$ cat config.mk
export PLATFORM = sky130hd
export DESIGN_NAME = spi_poll_master
export DESIGN_NICKNAME = d
export VERILOG_FILES = /design/src/rtl/spi_pm_pkg.sv /design/src/rtl/spi_pm_tick.sv /design/src/rtl/spi_pm_shift.sv /design/src/rtl/spi_pm_regs.sv /design/src/rtl/spi_poll_master.sv
export SDC_FILE = /design/constraint.sdc
export NUM_CORES = 1
export LEC_CHECK = 0
export BUFFER_PORTS_ARGS = -buffer_cell sky130_fd_sc_hd__buf_2
export CAP_MARGIN = 20
export CORE_ASPECT_RATIO = 0.9
export CORE_UTILIZATION = 51
export DETAILED_ROUTE_END_ITERATION = 16
export HOLD_SLACK_MARGIN = 0.08
export PLACE_DENSITY = 0.87
export SETUP_SLACK_MARGIN = 0.2
export SLEW_MARGIN = 25
export SYNTH_ARGS = -nofsm -noshare
export SYNTH_HDL_FRONTEND = slang
export SYNTH_HIERARCHICAL = 1
export SYNTH_SLANG_ARGS = --single-unit
export TNS_END_PERCENT = 5
$ cat constraint.sdc
create_clock -name clk_i -period 3.66 [get_ports clk_i]
set_input_delay 1.098 -clock clk_i [delete_from_list [all_inputs] [get_ports clk_i]]
set_output_delay 1.098 -clock clk_i [all_outputs]
set_load 0.02 [all_outputs]
$ cat src/rtl/spi_pm_pkg.sv
package spi_pm_pkg;
  localparam int unsigned PRESC_W   = 5;
  localparam int unsigned REG_CTRL  = 0;
  localparam int unsigned REG_CFG   = 1;
  localparam int unsigned REG_TXD   = 2;
  localparam int unsigned REG_RXD   = 3;
  localparam int unsigned CTRL_RDY  = 1;
  localparam int unsigned CTRL_CS0  = 16;
  localparam int unsigned CFG_PHA   = 6;
  localparam int unsigned CFG_POL   = 7;
  localparam int unsigned CFG_FLUSH = 9;

  // top code bit selects doubled (even) divisors; zero saturates to 1
  function automatic logic [PRESC_W-1:0] presc_div(input logic [PRESC_W-1:0] code);
    logic [PRESC_W-1:0] d;
    if (code[PRESC_W-1]) d = {code[PRESC_W-2:0], 1'b0};
    else                 d = {1'b0, code[PRESC_W-2:0]};
    if (d == '0) d = PRESC_W'(1);
    return d;
  endfunction
endpackage

$ cat src/rtl/spi_pm_tick.sv
module spi_pm_tick
  import spi_pm_pkg::*;
(
  input  logic               clk_i,
  input  logic               rst_ni,
  input  logic               en_i,
  input  logic [PRESC_W-1:0] code_i,
  output logic               tick_o
);
  logic [PRESC_W-1:0] div, cnt_q;

  assign div    = presc_div(code_i);
  assign tick_o = en_i && (cnt_q >= div - PRESC_W'(1));

  always_ff @(posedge clk_i or negedge rst_ni) begin
    if (!rst_ni)               cnt_q <= '0;
    else if (!en_i || tick_o)  cnt_q <= '0;
    else                       cnt_q <= cnt_q + PRESC_W'(1);
  end

  a_r3_count_idle_zero: assert property (@(posedge clk_i) disable iff (!rst_ni)
    !en_i |=> cnt_q == '0);
endmodule

$ cat src/rtl/spi_pm_shift.sv
module spi_pm_shift #(
  parameter int unsigned XFER_W = 8
) (
  input  logic              clk_i,
  input  logic              rst_ni,
  input  logic              start_i,
  input  logic [XFER_W-1:0] tx_i,
  input  logic              cpol_i,
  input  logic              cpha_i,
  input  logic              tick_i,
  input  logic              flush_i,
  input  logic              miso_i,
  output logic              busy_o,
  output logic              sclk_o,
  output logic              mosi_o,
  output logic [XFER_W-1:0] rx_o
);
  localparam int unsigned EDGES = 2 * XFER_W;
  localparam int unsigned EW    = $clog2(EDGES);
  localparam logic [EW-1:0] LAST = EW'(EDGES - 1);

  logic [EW-1:0]     edg_q;
  logic              busy_q, ph_q;
  logic [XFER_W-1:0] sr_q, rx_q;
  logic              step, sample, shift;

  assign step   = busy_q && tick_i;
  // phase 0 samples on even (leading) edges, phase 1 on odd (trailing) edges
  assign sample = step && (edg_q[0] == cpha_i);
  assign shift  = step && (edg_q[0] != cpha_i) && (edg_q != '0) && (edg_q != LAST);

  always_ff @(posedge clk_i or negedge rst_ni) begin
    if (!rst_ni) begin
      busy_q <= 1'b0;
      ph_q   <= 1'b0;
      edg_q  <= '0;
      sr_q   <= '0;
    end else if (!busy_q && start_i) begin
      busy_q <= 1'b1;
      ph_q   <= 1'b0;
      edg_q  <= '0;
      sr_q   <= tx_i;
    end else if (step) begin
      ph_q <= ~ph_q;
      if (edg_q == LAST) begin
        busy_q <= 1'b0;
        edg_q  <= '0;
      end else begin
        edg_q <= edg_q + EW'(1);
      end
      if (shift) sr_q <= {sr_q[XFER_W-2:0], 1'b0};
    end
  end

  always_ff @(posedge clk_i or negedge rst_ni) begin
    if (!rst_ni)      rx_q <= '0;
    else if (flush_i) rx_q <= '0;
    else if (sample)  rx_q <= {rx_q[XFER_W-2:0], miso_i};
  end

  assign busy_o = busy_q;
  assign sclk_o = ph_q ^ cpol_i;
  assign mosi_o = sr_q[XFER_W-1];
  assign rx_o   = rx_q;

  a_r4_busy_needs_start: assert property (@(posedge clk_i) disable iff (!rst_ni)
    $rose(busy_q) |-> $past(start_i));
  a_r4_start_accepted: assert property (@(posedge clk_i) disable iff (!rst_ni)
    (start_i && !busy_q) |=> busy_q);
  a_r7_idle_level: assert property (@(posedge clk_i) disable iff (!rst_ni)
    !busy_q |-> sclk_o == cpol_i);
endmodule

$ cat src/rtl/spi_pm_regs.sv
module spi_pm_regs
  import spi_pm_pkg::*;
#(
  parameter int unsigned ADDR_W = 4,
  parameter int unsigned DATA_W = 32,
  parameter int unsigned NUM_CS = 5,
  parameter int unsigned XFER_W = 8
) (
  input  logic               clk_i,
  input  logic               rst_ni,
  input  logic               req_i,
  input  logic               we_i,
  input  logic [ADDR_W-1:0]  addr_i,
  input  logic [DATA_W-1:0]  wdata_i,
  output logic [DATA_W-1:0]  rdata_o,
  input  logic               busy_i,
  input  logic [XFER_W-1:0]  rx_i,
  output logic               start_o,
  output logic [XFER_W-1:0]  tx_o,
  output logic               cpol_o,
  output logic               cpha_o,
  output logic [PRESC_W-1:0] code_o,
  output logic               flush_o,
  output logic [NUM_CS-1:0]  cs_o
);
  localparam int unsigned IDX_W = ADDR_W - 2;

  logic [IDX_W-1:0]   idx;
  logic               wr, wr_ctrl, wr_cfg;
  logic [NUM_CS-1:0]  cs_q;
  logic [PRESC_W-1:0] code_q;
  logic               pol_q, pha_q, flush_q;
  logic               unused_bits;

  assign idx     = addr_i[ADDR_W-1:2];
  assign wr      = req_i && we_i;
  assign wr_ctrl = wr && (idx == IDX_W'(REG_CTRL));
  assign wr_cfg  = wr && (idx == IDX_W'(REG_CFG));
  assign start_o = wr && (idx == IDX_W'(REG_TXD)) && !busy_i;
  assign tx_o    = wdata_i[XFER_W-1:0];
  assign unused_bits = ^{addr_i[1:0], wdata_i};

  always_ff @(posedge clk_i or negedge rst_ni) begin
    if (!rst_ni) begin
      cs_q    <= '0;
      code_q  <= '0;
      pol_q   <= 1'b0;
      pha_q   <= 1'b0;
      flush_q <= 1'b0;
    end else begin
      if (wr_ctrl) cs_q <= wdata_i[CTRL_CS0 +: NUM_CS];
      if (wr_cfg) begin
        code_q  <= wdata_i[PRESC_W-1:0];
        pha_q   <= wdata_i[CFG_PHA];
        pol_q   <= wdata_i[CFG_POL];
        flush_q <= wdata_i[CFG_FLUSH];
      end else begin
        flush_q <= 1'b0;
      end
    end
  end

  always_comb begin
    rdata_o = '0;
    unique case (idx)
      IDX_W'(REG_CTRL): begin
        rdata_o[CTRL_RDY]            = !busy_i;
        rdata_o[CTRL_CS0 +: NUM_CS]  = cs_q;
      end
      IDX_W'(REG_CFG): begin
        rdata_o[PRESC_W-1:0] = code_q;
        rdata_o[CFG_PHA]     = pha_q;
        rdata_o[CFG_POL]     = pol_q;
        rdata_o[CFG_FLUSH]   = flush_q;
      end
      IDX_W'(REG_RXD): rdata_o[XFER_W-1:0] = rx_i;
      default: rdata_o = '0;
    endcase
  end

  assign cpol_o  = pol_q;
  assign cpha_o  = pha_q;
  assign code_o  = code_q;
  assign flush_o = flush_q;
  assign cs_o    = cs_q;

  a_r8_flush_self_clear: assert property (@(posedge clk_i) disable iff (!rst_ni)
    (flush_q && !wr_cfg) |=> !flush_q);
  a_r8_flush_set: assert property (@(posedge clk_i) disable iff (!rst_ni)
    (wr_cfg && wdata_i[CFG_FLUSH]) |=> flush_q);
endmodule

$ cat src/rtl/spi_poll_master.sv
module spi_poll_master
  import spi_pm_pkg::*;
#(
  parameter int unsigned ADDR_W = 4,
  parameter int unsigned DATA_W = 32,
  parameter int unsigned NUM_CS = 5,
  parameter int unsigned XFER_W = 8
) (
  input  logic              clk_i,
  input  logic              rst_ni,
  input  logic              req_i,
  input  logic              we_i,
  input  logic [ADDR_W-1:0] addr_i,
  input  logic [DATA_W-1:0] wdata_i,
  output logic [DATA_W-1:0] rdata_o,
  output logic              sclk_o,
  output logic              mosi_o,
  input  logic              miso_i,
  output logic [NUM_CS-1:0] cs_no
);
  logic               busy, start, cpol, cpha, flush, tick;
  logic [XFER_W-1:0]  tx, rx;
  logic [PRESC_W-1:0] code;
  logic [NUM_CS-1:0]  cs;

  spi_pm_regs #(
    .ADDR_W(ADDR_W), .DATA_W(DATA_W), .NUM_CS(NUM_CS), .XFER_W(XFER_W)
  ) i_regs (
    .clk_i, .rst_ni, .req_i, .we_i, .addr_i, .wdata_i, .rdata_o,
    .busy_i(busy), .rx_i(rx), .start_o(start), .tx_o(tx),
    .cpol_o(cpol), .cpha_o(cpha), .code_o(code), .flush_o(flush), .cs_o(cs)
  );

  spi_pm_tick i_tick (
    .clk_i, .rst_ni, .en_i(busy), .code_i(code), .tick_o(tick)
  );

  spi_pm_shift #(.XFER_W(XFER_W)) i_shift (
    .clk_i, .rst_ni, .start_i(start), .tx_i(tx), .cpol_i(cpol), .cpha_i(cpha),
    .tick_i(tick), .flush_i(flush), .miso_i, .busy_o(busy),
    .sclk_o, .mosi_o, .rx_o(rx)
  );

  assign cs_no = ~cs;
endmodule

==> impl_metrics.yaml, run 1 <==
outcome:
  status: "completed"
clock_tree:
  htreeDepth: 2
  cts-buffers-inserted: 5
  cts_sinks: 40
  path_clk_slew_ns: 0.07
  clockBufferDepth: 2
  post_cts_buffers: 0
  cts_tree: "done"
  clockRootBuffer: "clkbuf_8"
  insertion_delay_ns: 0.28
  ctsHoldBuffers: 0
timing:
  max_slew_margin: 0.412
  rsz0062_at_grt: "no"
  worstMarginPinSlew_ns: 0.882
  finalSetupViolations: 0
  fmax_ghz: 0.314
  period_needed_ns: 3.19
  timing.hold.ws_ns: 0.490
  drv_slew: 0
  fin_crit_sh: 0.871
  skew_ns: 0.00393
  setup_tns_ns: 0
  final_hold_viol_count: 0
drt:
  ant_nets: 0
  wl_per_cell_um: 12.7
  drt_iter0_drc: 73
  drt_wl_total_um: 4270
  drtPass1Iterations: 4
  vias_per_cell: 5.01
  dr_total_vias: 1680
  drc: 0
yosys:
  yosysMostFrequentCell: "dfrtp_1"
  synth_largest_area_cell: "dfrtp_1"
  synth_area_sq_um: 2420
  synth-seq-cells: 40
  yosysSeqAreaShare: 0.413
  async_flop_share: 1.00
  synth_common_cells: "dfrtp_1 (40), nor2_1 (29), buf_4 (26), mux2i_1 (24), inv_1 (12)"
  netlist_top_cells_area: "dfrtp_1 (41%), mux2i_1 (9.9%), buf_4 (8.1%)"
  yosysUniqueCellTypes: 43
  syn_area_per_cell_sq_um: 10.2
  synthFlopType: "dfrtp_1"
  synth_edf_count: 0
  netlist.area_leader.share: 0.413
  ys_warn_count: 6
  synthCells: 237
die:
  die_area_sq_um: 5030
  pin_count: 80
  design.core.area_sq_um: 4520
  start_util: 0.536
  die-height_um: 67.4
  die_w_um: 74.6
  row_count: 23
place:
  gp_congestion: 0.771
  hpwl_um: 3220
  place_area_sq_um: 2560
  numPortBuffers: 41
  place_inst: 327
critical_path:
  cp_max_fo: 8
  arrival_ns: 3.32
  start_kind: "flip-flop"
  cp-end-kind: "flip-flop"
  crit_type: "flip-flop to flip-flop"
  reg2reg_from: "i_regs/code_o[3]"
  cp-startpoint: "i_regs/code_o[3]"
  required_ns: 3.79
min_path:
  min_from: "i_tick/cnt_q[0]"
  hp-class: "flip-flop to flip-flop"
finish:
  antenna_cells: 0
  drive_gt1_frac: 0.271
  fillers: 416
  final_cells: 335
  nNetsFinal: 322
  areaGrowthSynthToFinish_pct: 10.1
  final_area_sq_um: 2670
global_routing:
  grt_pass1_vias: 1537
  antenna_found_initial: 0
  grt_max_degree: 41
  grt_usage: 0.187
  grt_overflow: 0
  grt_pass1_wl_um: 6980
power_and_ir_drop:
  irDropWorstVdd_mv: 0.316
  p_leak_nw: 1.32
  p_per_area_nw_per_um2: 618
flow_run:
  maxCapViolCount: 0
[metal layers]
metal / part of all wire / wire length, um / vias to the layer above / track usage
li1: - / - / 834 / -
met1: 0.47 / 1990 / 799 / 0.241
met2: 0.49 / 2090 / 43 / 0.315
met3: 0.037 / 159 / 4 / 0.0403
met4: 0.0073 / 31 / 0 / 0.0542
met5: 0 / 0 / - / 0
[placed cells by master, fill, tap and decap left out, drive strengths merged, types with 2 or more instances in the layout]
| cell type | Yosys | layout |
|---|---|---|
| conb | 1 | 18 |
| and3 | 3 | 3 |
| ha | 9 | 9 |
| nand2 | 6 | 6 |
| nand3 | 9 | 9 |
| nand2b | 2 | 2 |
| mux2i | 24 | 24 |
| xnor2 | 3 | 3 |
| nor2b | 8 | 8 |
| nand4b | 2 | 2 |
| clkbuf | 2 | 8 |
| o21ai | 7 | 7 |
| a21oi | 10 | 10 |
| mux2 | 12 | 12 |
| a2111oi | 2 | 2 |
| nor2 | 29 | 29 |
| dfrtp | 40 | 40 |
| inv | 12 | 12 |
| o22ai | 2 | 2 |
| buf | 31 | 44 |
| and2 | 6 | 6 |
| xor2 | 3 | 3 |
[registers in the layout (all words and copies together) (netlist names)]
| name | count |
|---|---|
| i_shift/rx_o | 8 |
| i_shift/sr_q | 8 |
| i_regs/code_o | 5 |
| i_regs/cs_o | 5 |
| i_tick/cnt_q | 5 |
| i_shift/edg_q | 4 |
| i_regs/cpha_o | 1 |
| i_regs/cpol_o | 1 |
| i_regs/flush_o | 1 |
| i_shift/busy_o | 1 |
| i_shift/ph_q | 1 |
[metrics by stage]
stage	setup slack, ns	total power, W	util
after floorplan	0.502	0.00118	-
after global placement	0.316	0.00130	0.566
after detailed placement	0.0592	0.00134	0.566
after CTS	0.217	0.00165	0.588
after global routing	0.201	0.00178	0.590
final	0.473	0.00165	0.590
[worst paths after layout]
path	to	slack, ns	depth (start not counted)
setup / recovery	i_shift/sr_q[4]	0.47	15
hold / removal	i_tick/cnt_q[0]	0.49	1
setup reg to reg	i_shift/sr_q[4]	0.47	15
hold reg to reg	i_tick/cnt_q[0]	0.49	1
max in group asynchronous	i_regs/code_o[3]	2.12	1
min in group asynchronous	i_regs/cs_o[3]	0.93	1
[logic make-up (layout without fill, tap and decap cells)]
logic type      after synthesis  after routing  share of synthesized area
compound gates               28             28                     0.0806
xor+xnor                      6              6                     0.0217
fa+ha+maj                     9              9                     0.0465
buf+inv                      45             64                      0.114
flops                        40             40                      0.413
mux                          36             36                      0.163
other cells                   1             18                    0.00155
simple gates                 72             72                      0.159
[report_power, final]
group / switching [W] / internal, W
clock: 0.000141 / 0.000154
combinational: 0.000359 / 0.000294
sequential: 0.000128 / 0.000572
total: 0.000628 / 0.00102
[critical path: stages, from the launching register on]
cell       delay (ns)
dfrtp_2          0.45
nor3_1           0.06
o21ai_1          0.17
ha_1             0.17
inv_1            0.07
a2111oi_1        0.34
a31oi_1          0.08
ha_1             0.33
nand3_1          0.14
o21ai_2          0.18
and2_4           0.20
nand2_2          0.12
a2111oi_4        0.23
buf_6            0.19
mux2i_1          0.21
a21oi_1          0.09
[what timing repair did]
item	4_1_cts	5_1_grt
pin swaps	0	0
setup endpoints to repair	7	17
resized for setup	5	6
[layout make-up]
cell class                 instances  area, sq um  area share
clock buffer                       8         90.1      0.0338
sequential                        40         1000       0.377
timing repair buffer              44          231      0.0868
inverter                          12         45.0      0.0169
tap                               62         77.6      0.0291
multi-input combinational        169         1220       0.457
No activity file was read; power rests on OpenSTA's default activity.
==> inputs of run 2 (changes only) <==
--- a/config.mk
+++ b/config.mk
@@ -7,11 +7,13 @@
 export LEC_CHECK = 0
 export BUFFER_PORTS_ARGS = -buffer_cell sky130_fd_sc_hd__buf_2
 export CAP_MARGIN = 20
+export CELL_PAD_IN_SITES_DETAIL_PLACEMENT = 2
+export CELL_PAD_IN_SITES_GLOBAL_PLACEMENT = 2
 export CORE_ASPECT_RATIO = 0.9
-export CORE_UTILIZATION = 51
+export CORE_UTILIZATION = 30
 export DETAILED_ROUTE_END_ITERATION = 16
 export HOLD_SLACK_MARGIN = 0.08
-export PLACE_DENSITY = 0.87
+export PLACE_DENSITY = 0.86
 export SETUP_SLACK_MARGIN = 0.2
 export SLEW_MARGIN = 25
 export SYNTH_ARGS = -nofsm -noshare
==> run 2 against run 1 <==
Net effect: total power is 11% higher; via count is 5.1% higher; clock power is 25% higher; register-to-register slack worse by 0.05 ns; clock skew hardly changed; non-clock buffer count is 5 higher; global-route usage is 3.9 points lower; sequential power hardly changed; sequential share of layout area is 1.9 points lower; sequential cell count stayed put; final cell count is 12% higher; largest power group is now combinational cells.
==> impl_metrics.yaml, run 2 (synthesis results as in run 1) <==
finish:
  drive_gt1_frac: 0.291
  areaGrowthSynthToFinish_pct: 15.6
  multi_input_area_sq_um: 1250
  nNetsFinal: 327
  fillers: 854
  final_cells: 374
  most-common-layout-cells: "dfrtp_1 (40), buf_2 (40), nor2_1 (29), mux2i_1 (24), conb_1 (18)"
  seqCellArea_sq_um: 1000
  final_area_sq_um: 2800
  antenna_cells: 0
critical_path:
  required_ns: 3.81
  cp_max_fo: 8
  start_kind: "flip-flop"
  cp-end-kind: "flip-flop"
  crit_type: "flip-flop to flip-flop"
  arrival_ns: 3.39
  reg2regPathDepth: 15
global_routing:
  grt_overflow: 0
  antenna_found_initial: 0
  grt_pass1_vias: 1866
  grt_pass1_wl_um: 9710
  grt_max_degree: 41
  grt_usage: 0.148
timing:
  fin_crit_sh: 0.884
  skew_ns: 0.00358
  rsz0062_at_grt: "no"
  period_needed_ns: 3.24
  fin_ws_ns: 0.423
  drv_slew: 0
  max_slew_margin: 0.527
  worstMarginPinSlew_ns: 0.709
  finalSetupViolations: 0
  fmax_ghz: 0.309
  final_hold_viol_count: 0
die:
  die_area_sq_um: 8430
  die_w_um: 96.7
  die-height_um: 87.2
  design.core.area_sq_um: 7690
  start_util: 0.315
  pin_count: 80
  row_count: 30
drt:
  ant_nets: 0
  drtPass1Iterations: 4
  wl_met2_um: 2940
  route.met3.wl_um: 222
  drt_iter0_drc: 14
  drt_wl_total_um: 6030
  highest_layer: "met4"
  dr_total_vias: 1766
  wl_met1_um: 2790
  drc: 0
  wl_per_cell_um: 16.1
  vias_per_cell: 4.72
clock_tree:
  clockRootBuffer: "clkbuf_8"
  path_clk_slew_ns: 0.08
  cts_tree: "done"
  htreeDepth: 2
  cts_sinks: 40
  clockBufferDepth: 2
  insertion_delay_ns: 0.29
  ctsHoldBuffers: 0
  cts-buffers-inserted: 5
place:
  gp_congestion: 0.719
  hpwl_um: 4520
  dp_slack_ns: -0.159
  numPortBuffers: 41
  place_area_sq_um: 2620
  place_inst: 364
power_and_ir_drop:
  p_leak_nw: 1.36
  irDropWorstVdd_mv: 0.250
  p_per_area_nw_per_um2: 652
outcome:
  status: "completed"
min_path:
  hp-class: "flip-flop to flip-flop"
  hold_depth: 1
flow_run:
  maxCapViolCount: 0
run 2: changes by cell type in the layout (fill, tap and decap cells not counted), sizes merged:
cell | before | now
buf | 44 | 49
bufinv | 0 | 1
clkbuf | 8 | 5
clkinv | 0 | 1
clkinvlp | 0 | 1
run 2: area by class of cell:
| cell class | instances | area share |
|---|---|---|
| Timing Repair Buffer | 49 | 0.0970 |
| Tap cell | 96 | 0.0429 |
| Clock inverter | 3 | 0.0152 |
| Clock buffer | 5 | 0.0246 |
| Inverter | 12 | 0.0161 |
| Multi-Input combinational cell | 169 | 0.446 |
| Sequential cell | 40 | 0.358 |
run 2: final timing paths:
check	startpoint	to	slack (ns)
hold reg to reg	i_tick/cnt_q[0]	i_tick/cnt_q[0]	0.52
max in group asynchronous	rst_ni	i_tick/cnt_q[2]	2.50
min in group asynchronous	rst_ni	i_regs/flush_o	0.77
setup / recovery	i_regs/code_o[2]	i_shift/sr_q[5]	0.42
setup reg to reg	i_regs/code_o[2]	i_shift/sr_q[5]	0.42
hold / removal	i_tick/cnt_q[0]	i_tick/cnt_q[0]	0.52
run 2: layer usage:
layer  track usage  vias to the layer above
met4        0.0434                        0
met1         0.198                      876
met3        0.0313                        8
met2         0.241                       46
li1              -                      836
met5             0                        -
run 2: metrics by stage:
stage / power (W) / hold WS, ns / setup TNS [ns] / util
2_1_floorplan: 0.00118 / 0.453 / 0 / -
5_1_grt: 0.00196 / 0.546 / 0 / 0.364
4_1_cts: 0.00179 / 0.520 / 0 / 0.357
3_5_place_dp: 0.00140 / 0.507 / -0.994 / 0.341
3_3_place_gp: 0.00134 / 0.493 / 0 / 0.341
6_report: 0.00182 / 0.517 / 0 / 0.364
run 2: power breakdown:
| group | switching, W | internal, W | leakage, nW | total [W] |
|---|---|---|---|---|
| Clock | 0.000165 | 0.000202 | 0.0541 | 0.000367 |
| Combinational | 0.000426 | 0.000333 | 0.810 | 0.000759 |
| Sequential | 0.000129 | 0.000570 | 0.497 | 0.000699 |
| Total | 0.000720 | 0.00110 | 1.36 | 0.00182 |
run 2: worst max-delay path, stage by stage (launching register included):
cell and delay, ns:
dfrtp_1 0.40, nor3_1 0.32, o21ai_2 0.11, ha_1 0.19, inv_1 0.14, or3_1 0.13
a31oi_1 0.09, ha_1 0.33, nand3_2 0.09, o21ai_2 0.18, and2_4 0.22, nand2_4 0.09
a2111oi_4 0.31, buf_6 0.20, mux2i_1 0.21, a21oi_1 0.08
run 2: timing repair:
action                                 CTS  global route
buffers inserted                         0             2
setup endpoints to repair               17            17
pin swaps                                0             5
gates resized for setup                  5             8
endpoints found under the hold margin    0             0
